<file path="config.mk">
export PLATFORM = sky130hd
export DESIGN_NAME = udma_ctl_regs
export DESIGN_NICKNAME = d
export VERILOG_FILES = /design/src/rtl/udma_ctl_regs.sv
export SDC_FILE = /design/constraint.sdc
export NUM_CORES = 1
export LEC_CHECK = 0
export BUFFER_PORTS_ARGS = -buffer_cell sky130_fd_sc_hd__buf_2
export CAP_MARGIN = 20
export CELL_PAD_IN_SITES_DETAIL_PLACEMENT = 0
export CELL_PAD_IN_SITES_GLOBAL_PLACEMENT = 2
export CORE_UTILIZATION = 20
export DETAILED_ROUTE_END_ITERATION = 6
export PLACE_DENSITY_LB_ADDON = 0.1
export SLEW_MARGIN = 15
export SYNTH_ARGS = -nofsm -noshare
export SYNTH_HDL_FRONTEND = slang
export SYNTH_SLANG_ARGS = --single-unit
export TNS_END_PERCENT = 1
</file>
<file path="constraint.sdc">
create_clock -name clk -period 1.09 [get_ports clk]
set_input_delay 0.109 -clock clk [delete_from_list [all_inputs] [get_ports clk]]
set_output_delay 0.109 -clock clk [all_outputs]
set_load 0.01 [all_outputs]
</file>
<file path="src/rtl/udma_ctl_regs.sv">
module udma_ctl_regs #(
  parameter int AW = 2,
  parameter int DW = 32
) (
  input  logic          clk,
  input  logic          rst_n,
  input  logic          bus_wr,
  input  logic          bus_rd,
  input  logic [AW-1:0] bus_addr,
  input  logic [DW-1:0] bus_wdata,
  output logic [DW-1:0] bus_rdata,
  input  logic          dma_stop,
  input  logic          dev_intrq,
  input  logic          eng_req,
  input  logic          eng_busy,
  input  logic          eng_int,
  input  logic          eng_ndo,
  input  logic          eng_ndi,
  input  logic          eng_n4x,
  output logic          ata_cs0_n,
  output logic          ata_cs1_n,
  output logic [2:0]    ata_da,
  output logic          ata_dior_n,
  output logic          ata_diow_n,
  output logic          cfg_host_en,
  output logic          cfg_pio,
  output logic          cfg_mdma,
  output logic          cfg_udma,
  output logic [3:0]    cfg_mode,
  output logic [1:0]    cfg_hold,
  output logic          op_en,
  output logic          op_write,
  output logic          sum_err,
  output logic          sum_irq,
  output logic          sum_act
);
  localparam logic [AW-1:0] A_CTRL = AW'(0);
  localparam logic [AW-1:0] A_CFG  = AW'(1);
  localparam logic [AW-1:0] A_OP   = AW'(2);
  localparam logic [AW-1:0] A_STS  = AW'(3);
  localparam logic [6:0]    IDLE_LINES = 7'h63;

  logic [6:0] ctrl_q;
  logic [9:0] cfg_q;
  logic       en_q, rw_q;
  logic [1:0] stage_q;
  logic       ndo_q, ndi_q, n4x_q, int_q;

  logic wr_ctrl, wr_cfg, wr_op, rd_op;
  logic en_ok, op_next_zero, err_clr;
  logic [1:0] hold_calc;

  assign wr_ctrl = bus_wr && bus_addr == A_CTRL;
  assign wr_cfg  = bus_wr && bus_addr == A_CFG;
  assign wr_op   = bus_wr && bus_addr == A_OP;
  assign rd_op   = bus_rd && !bus_wr && bus_addr == A_OP;

  assign en_ok = wr_op && bus_wdata[0] && stage_q == 2'd2 && bus_wdata[1] == rw_q;
  assign op_next_zero = wr_op && !bus_wdata[0] && !bus_wdata[1];
  assign err_clr = dma_stop || op_next_zero;

  assign hold_calc = (bus_wdata[7:4] == 4'd0) ? 2'd3 :
                     (bus_wdata[7:4] <  4'd3) ? 2'd2 : 2'd1;

  always_ff @(posedge clk or negedge rst_n) begin
    if (!rst_n) begin
      ctrl_q  <= IDLE_LINES;
      cfg_q   <= '0;
      en_q    <= 1'b0;
      rw_q    <= 1'b0;
      stage_q <= 2'd0;
    end else begin
      if (dma_stop)
        ctrl_q <= (wr_ctrl ? bus_wdata[6:0] : ctrl_q) | IDLE_LINES;
      else if (wr_ctrl)
        ctrl_q <= bus_wdata[6:0];

      if (wr_cfg)
        cfg_q <= {bus_wdata[1] ? hold_calc : bus_wdata[9:8], bus_wdata[7:0]};

      if (dma_stop) begin
        en_q    <= 1'b0;
        rw_q    <= 1'b0;
        stage_q <= 2'd0;
      end else if (wr_op) begin
        if (!bus_wdata[0]) begin
          en_q    <= 1'b0;
          rw_q    <= bus_wdata[1];
          stage_q <= 2'd1;
        end else begin
          if (en_ok) en_q <= 1'b1;
          stage_q <= 2'd0;
        end
      end else if (rd_op && stage_q != 2'd0) begin
        stage_q <= 2'd2;
      end
    end
  end

  always_ff @(posedge clk or negedge rst_n) begin
    if (!rst_n) begin
      {ndo_q, ndi_q, n4x_q, int_q} <= '0;
    end else begin
      ndo_q <= (ndo_q && !err_clr) || eng_ndo;
      ndi_q <= (ndi_q && !err_clr) || eng_ndi;
      n4x_q <= (n4x_q && !err_clr) || eng_n4x;
      int_q <= (int_q && !err_clr) || eng_int;
    end
  end

  assign sum_err = ndo_q || ndi_q || n4x_q || int_q;
  assign sum_irq = !sum_err && dev_intrq;
  assign sum_act = !sum_err && !dev_intrq && (eng_busy || eng_req);

  always_comb begin
    bus_rdata = '0;
    case (bus_addr)
      A_CTRL: begin
        bus_rdata[6:0] = ctrl_q;
        bus_rdata[9]   = dev_intrq;
      end
      A_CFG:  bus_rdata[9:0] = cfg_q;
      A_OP:   bus_rdata[1:0] = {rw_q, en_q};
      A_STS: begin
        bus_rdata[16] = eng_req;
        bus_rdata[17] = int_q;
        bus_rdata[18] = eng_busy;
        bus_rdata[24] = ndo_q;
        bus_rdata[25] = ndi_q;
        bus_rdata[26] = n4x_q;
      end
      default: bus_rdata = '0;
    endcase
  end

  assign ata_cs0_n   = ctrl_q[0];
  assign ata_cs1_n   = ctrl_q[1];
  assign ata_da      = ctrl_q[4:2];
  assign ata_dior_n  = ctrl_q[5];
  assign ata_diow_n  = ctrl_q[6];
  assign cfg_host_en = cfg_q[0];
  assign cfg_pio     = cfg_q[1];
  assign cfg_mdma    = cfg_q[2];
  assign cfg_udma    = cfg_q[3];
  assign cfg_mode    = cfg_q[7:4];
  assign cfg_hold    = cfg_q[9:8];
  assign op_en       = en_q;
  assign op_write    = rw_q;


  enable_guard_chk: assert property (@(posedge clk) disable iff (!rst_n)
    $rose(op_en) |-> $past(bus_wr && bus_addr == A_OP && bus_wdata[0] && !dma_stop));


  enable_dir_chk: assert property (@(posedge clk) disable iff (!rst_n)
    $rose(op_en) |-> $stable(op_write));


  stop_idle_chk: assert property (@(posedge clk) disable iff (!rst_n)
    dma_stop |=> !op_en && !op_write && ata_cs0_n && ata_cs1_n && ata_dior_n && ata_diow_n);


  err_sticky_chk: assert property (@(posedge clk) disable iff (!rst_n)
    (sum_err && !dma_stop && !(bus_wr && bus_addr == A_OP && bus_wdata[1:0] == 2'b00)) |=> sum_err);


  summary_excl_chk: assert property (@(posedge clk) disable iff (!rst_n)
    $onehot0({sum_err, sum_irq, sum_act}));
endmodule

</file>
* Word level (Yosys, flattened, before mapping)
Index checks and enable logic that the tools add are counted.
** Operators by class
- $add $sub $neg :: 0
- Multipliers :: 0
- Divide/modulo/power cells :: 0
- Magnitude comparators :: 1
- Eq/ne operators :: 7
- Shift-type cells :: 0
- Muxes and demuxes :: 22
- Bitwise logic cells :: 0
- Reduce and logical (&&, ||, !) cells :: 41
** Operators by type and width (count)
- $logic_and A1 B1 Y1 :: 18
- $mux W2 :: 7
- $mux W7 :: 2
- $pmux W5 S2 :: 1
- $logic_or A1 B1 Y1 :: 9
- $mux W1 :: 8
- $eq A2 B2 Y1 const B :: 3
- $logic_not A1 Y1 :: 6
- $mux W3 :: 2
- $pmux W2 S3 :: 1
- $reduce_bool A2 Y1 :: 3
- $logic_not A4 Y1 :: 1
- $lt A4 B2 Y1 const B :: 1
- $reduce_and A2 Y1 :: 2
- $ne A3 B1 Y1 const B :: 1
- $reduce_bool A3 Y1 :: 1
- $eq A2 B1 Y1 const B :: 1
- $logic_not A2 Y1 :: 1
- $ne A2 B1 Y1 const B :: 1
- $pmux W1 S2 :: 1
- $eq A1 B1 Y1 :: 1
** Storage, ports and cells
- Register bits :: 25
- Bits in latches :: 0
- Memory bits (writable) :: 0
- ROM bits :: 0
- Input port bits :: 46
- Output and inout bits :: 54
- Logic and storage cells :: 81
- Memories :: 0

* Logic depth before layout (Yosys ltp)
- Word-level depth :: 9
- Depth in mapped cells :: 5
- Gate-level depth less buffers :: 3

* Worst setup path after synthesis
No wires, ideal clock.
- Path kind :: flip-flop to output port
- Start :: register int_q
- End :: output port sum_act
- Data arrival time :: 1301 ps
- Required time :: 981 ps
- Setup slack :: -320 ps
- Stages on the path, launching flop included :: 3
- Path buffers :: 0
- Cells stage by stage :: dfrtp_1 > or4_1 > nor3_1
** Between the ends
- Cells in the longest elaborated chain, start to end :: 4
** RTL lines
- start: declaration :: RTL line 47 : logic ndo_q, ndi_q, n4x_q, int_q;
- start signal: assignment :: RTL line 107 : int_q <= (int_q && !err_clr) || eng_int;
- $logic_or A1 B1 Y1 :: RTL line 111 : assign sum_err = ndo_q || ndi_q || n4x_q || int_q;
- via sum_err :: RTL line 33 : output logic sum_err,
- $logic_not A1 Y1 :: RTL line 113 : assign sum_act = !sum_err && !dev_intrq && (eng_busy || eng_req);
- $logic_and A1 B1 Y1 (2 in series) :: RTL line 113
- end: declaration :: RTL line 35 : output logic sum_act
The timed path passes the listed nets, and every way through them passes these cells.

* Worst setup path after layout
- Start :: register ndi_q
- End :: output port sum_act
** Between the ends
- Cells in the longest elaborated chain, start to end :: 6
** RTL lines
- start: declaration :: RTL line 47
- start signal: assignment :: RTL line 105 : ndi_q <= (ndi_q && !err_clr) || eng_ndi;
- $logic_or A1 B1 Y1 (3 in series) :: RTL line 111
- $logic_not A1 Y1 :: RTL line 113
- $logic_and A1 B1 Y1 (2 in series) :: RTL line 113
No other way between the ends.

==> metrics.cfg <==
[sta]
worst_pin_slew_ps=601
setup_viol_count_final=15
relSlewSlack=0.600
min_period_over_period=1.46
period_minus_slack_ps=1590
clock_skew_ps=0.413
rsz0062_at_grt=true
hold_viol=0
finalWorstSetupSlack_ps=-504
drv_slew=0
fmax_mhz=627

[clock_network]
cts_buffer_depth=2
cts_tree=yes
cts_buffers=3
htreeDepth=1
path_clk_slew_ps=90
cts_num_sinks=25
clk_latency_ps=270
cts_root_buf=clkbuf_8

[yosys]
synth-edff-count=0
ys_ff_latch=25
yosysMostFrequentCell=dfrtp_1
yosysSeqAreaShare=0.444
synth_common_cells=dfrtp_1, buf_4, nor2_1
synth_largest_type_area_fraction=0.370
synth_async_sr_flop_share=1.00
yosys.area.top_type=dfrtp_1
synth.cell_area_um2=1420
synthDistinctLibCells=39
synthCells=132
synth_area_per_cell_um2=10.8
yosys_warnings=0
synth_area_leaders=dfrtp_1, buf_4, mux2_2, dfstp_2, mux2i_1
synth_ff_type=dfrtp_1

[global_route]
met1_usage=0.139
antenna_found_initial=0
grt_pass1_wl_um=6090
grt-busiest-layer=met2
grt.overflow.total=0
met2_usage=0.175
grt_start_max_net_pins=26
grt_pass1_vias=1182
use_met3=0.0200
grt_usage=0.106

[placement]
gp_congestion=0.689
dp.final_hpwl_um=2930
dpl.cell_count=297
port_buffers=61

[power_and_ir_drop]
ir_drop_uv=381
p_per_area_nw_per_um2=1180
p_leak_nw=1.00
power_w=0.00236

[worst_setup_path]
max_stage_delay_ps=560
end_kind=output pin
start_kind=register
path_cells=or4_4 > nor3_4 > buf_2
arrival_ps=1490
path_delay_family=simple AND/OR/NAND/NOR gates
cp_max_fo=3
critPathKind=register to output pin
cp.required_ps=980
cp_slowest_cell=or4_4
crit_buf_inv=1

[detailed_routing]
routed_wl_um=3800
avgRoutedWirePerCell_um=12.6
ant_nets=0
vias=1195
drcViolationCount=0
drt-pass1-iter-count=4
drtIter0Drc=28
viasPerCell=3.96

[layout]
layoutNonFillerInstCount=302
area.growth.synth_to_final_pct=40.6
finalNetCount=253
drive_gt1_frac=0.510
antenna_cells=0
fillCellCount=760

[die]
die-area_um2=7450
core-area_um2=6830
start_util=0.208
rows=30
io_pins=100
die_h_um=86.3
fp.dieW_um=86.3

[run]
cap_violations=0

[outcome]
outcome=finished, violations left
violations=negative setup slack

[worst_hold_path]
min_path_type=input port to register

==> final timing paths <==
kind                                 end  cells after the start  slack (ps)        from
min in group asynchronous          op_en                      2         370       rst_n
worst max register to register     op_en                      3         100  stage_q[0]
worst min register to register  cfg_q[8]                      2         520    cfg_q[8]
max in group asynchronous       cfg_q[9]                      2         320       rst_n
worst max-delay path             sum_act                      3        -500       ndi_q
worst min-delay path               ndi_q                      2          20     eng_ndi
==> where the power goes <==
part | total, W | leakage, nW | switching, W | internal (W)
Sequential | 0.00112 | 0.295 | 0.0000816 | 0.00104
Combinational | 0.000665 | 0.685 | 0.000333 | 0.000331
Clock | 0.000571 | 0.0228 | 0.000310 | 0.000262
Total | 0.00236 | 1.00 | 0.000724 | 0.00164
==> cells by family (layout without fill, tap and decap cells) <==
family,count (synthesis),count (layout),synth area share
AND/OR/NAND/NOR,37,37,0.163
buffers and inverters,27,86,0.129
flip-flops,25,25,0.444
AO/OA/AOI/OAI,21,21,0.107
multiplexers,19,19,0.143
XOR/XNOR,2,2,0.0123
other,1,16,0.00264
==> routing by layer <==
| metal | vias up | routed length, um |
|---|---|---|
| met4 | 0 | 15 |
| met1 | 574 | 1750 |
| met3 | 2 | 228 |
| met5 | - | 0 |
| met2 | 43 | 1800 |
| li1 | 576 | - |
==> registers in the layout (all words and copies together), names as in the netlist <==
register,flops
cfg_q,10
ctrl_q,7
int_q,1
n4x_q,1
ndi_q,1
ndo_q,1
op_en,1
op_write,1
stage_q,2
==> through the flow <==
step / utilization / area [um2] / TNS [ps] / worst slack (ps) / hold slack [ps]
after floorplan: - / 1490 / -342 / -190 / -187
after global placement: 0.276 / 1880 / -747 / -267 / 148
after detailed placement: 0.276 / 1880 / -886 / -275 / 156
after CTS: 0.288 / 1960 / -2600 / -511 / 11.1
after global routing: 0.292 / 2000 / -3490 / -564 / 3.80
final: 0.292 / 2000 / -2380 / -504 / 17.2
==> placed cells by master, fill, tap and decap left out, types with 2 or more instances in the layout <==
cell / count
conb_1: 16
and3_1: 3
and3b_1: 2
nor2b_1: 5
and3_4: 3
mux2_2: 10
dfrtp_1: 21
clkbuf_8: 3
buf_2: 56
nor2_1: 11
a21oi_1: 3
inv_1: 4
mux2i_1: 9
a21o_1: 4
buf_4: 13
dfstp_2: 4
a211o_1: 3
o21ai_0: 2
buf_6: 7
nand2_1: 3
==> worst register-to-register path, cell delays in order (launching register included) <==
cell      delay [ps]
dfrtp_1          410
nor4bb_2         260
nand3_1          110
o32ai_1          120
==> layout make-up <==
cell class / count / area [um2] / area share
clock buffer: 4 / 45.0 / 0.0225
inverter: 4 / 15.0 / 0.00751
multi-input combinational: 95 / 701 / 0.351
sequential: 25 / 631 / 0.316
tap: 96 / 120 / 0.0601
timing repair buffer: 78 / 487 / 0.244
==> timing repair <==
item / in CTS / in global routing
buffers inserted: 0 / 0
pin swaps: 5 / 1
hold buffers: 1 / 0
hold endpoints to repair: 21 / 0
resized for setup: 6 / 6
endpoints found under the setup margin: 17 / 22
(Power assumes the default switching activity.)
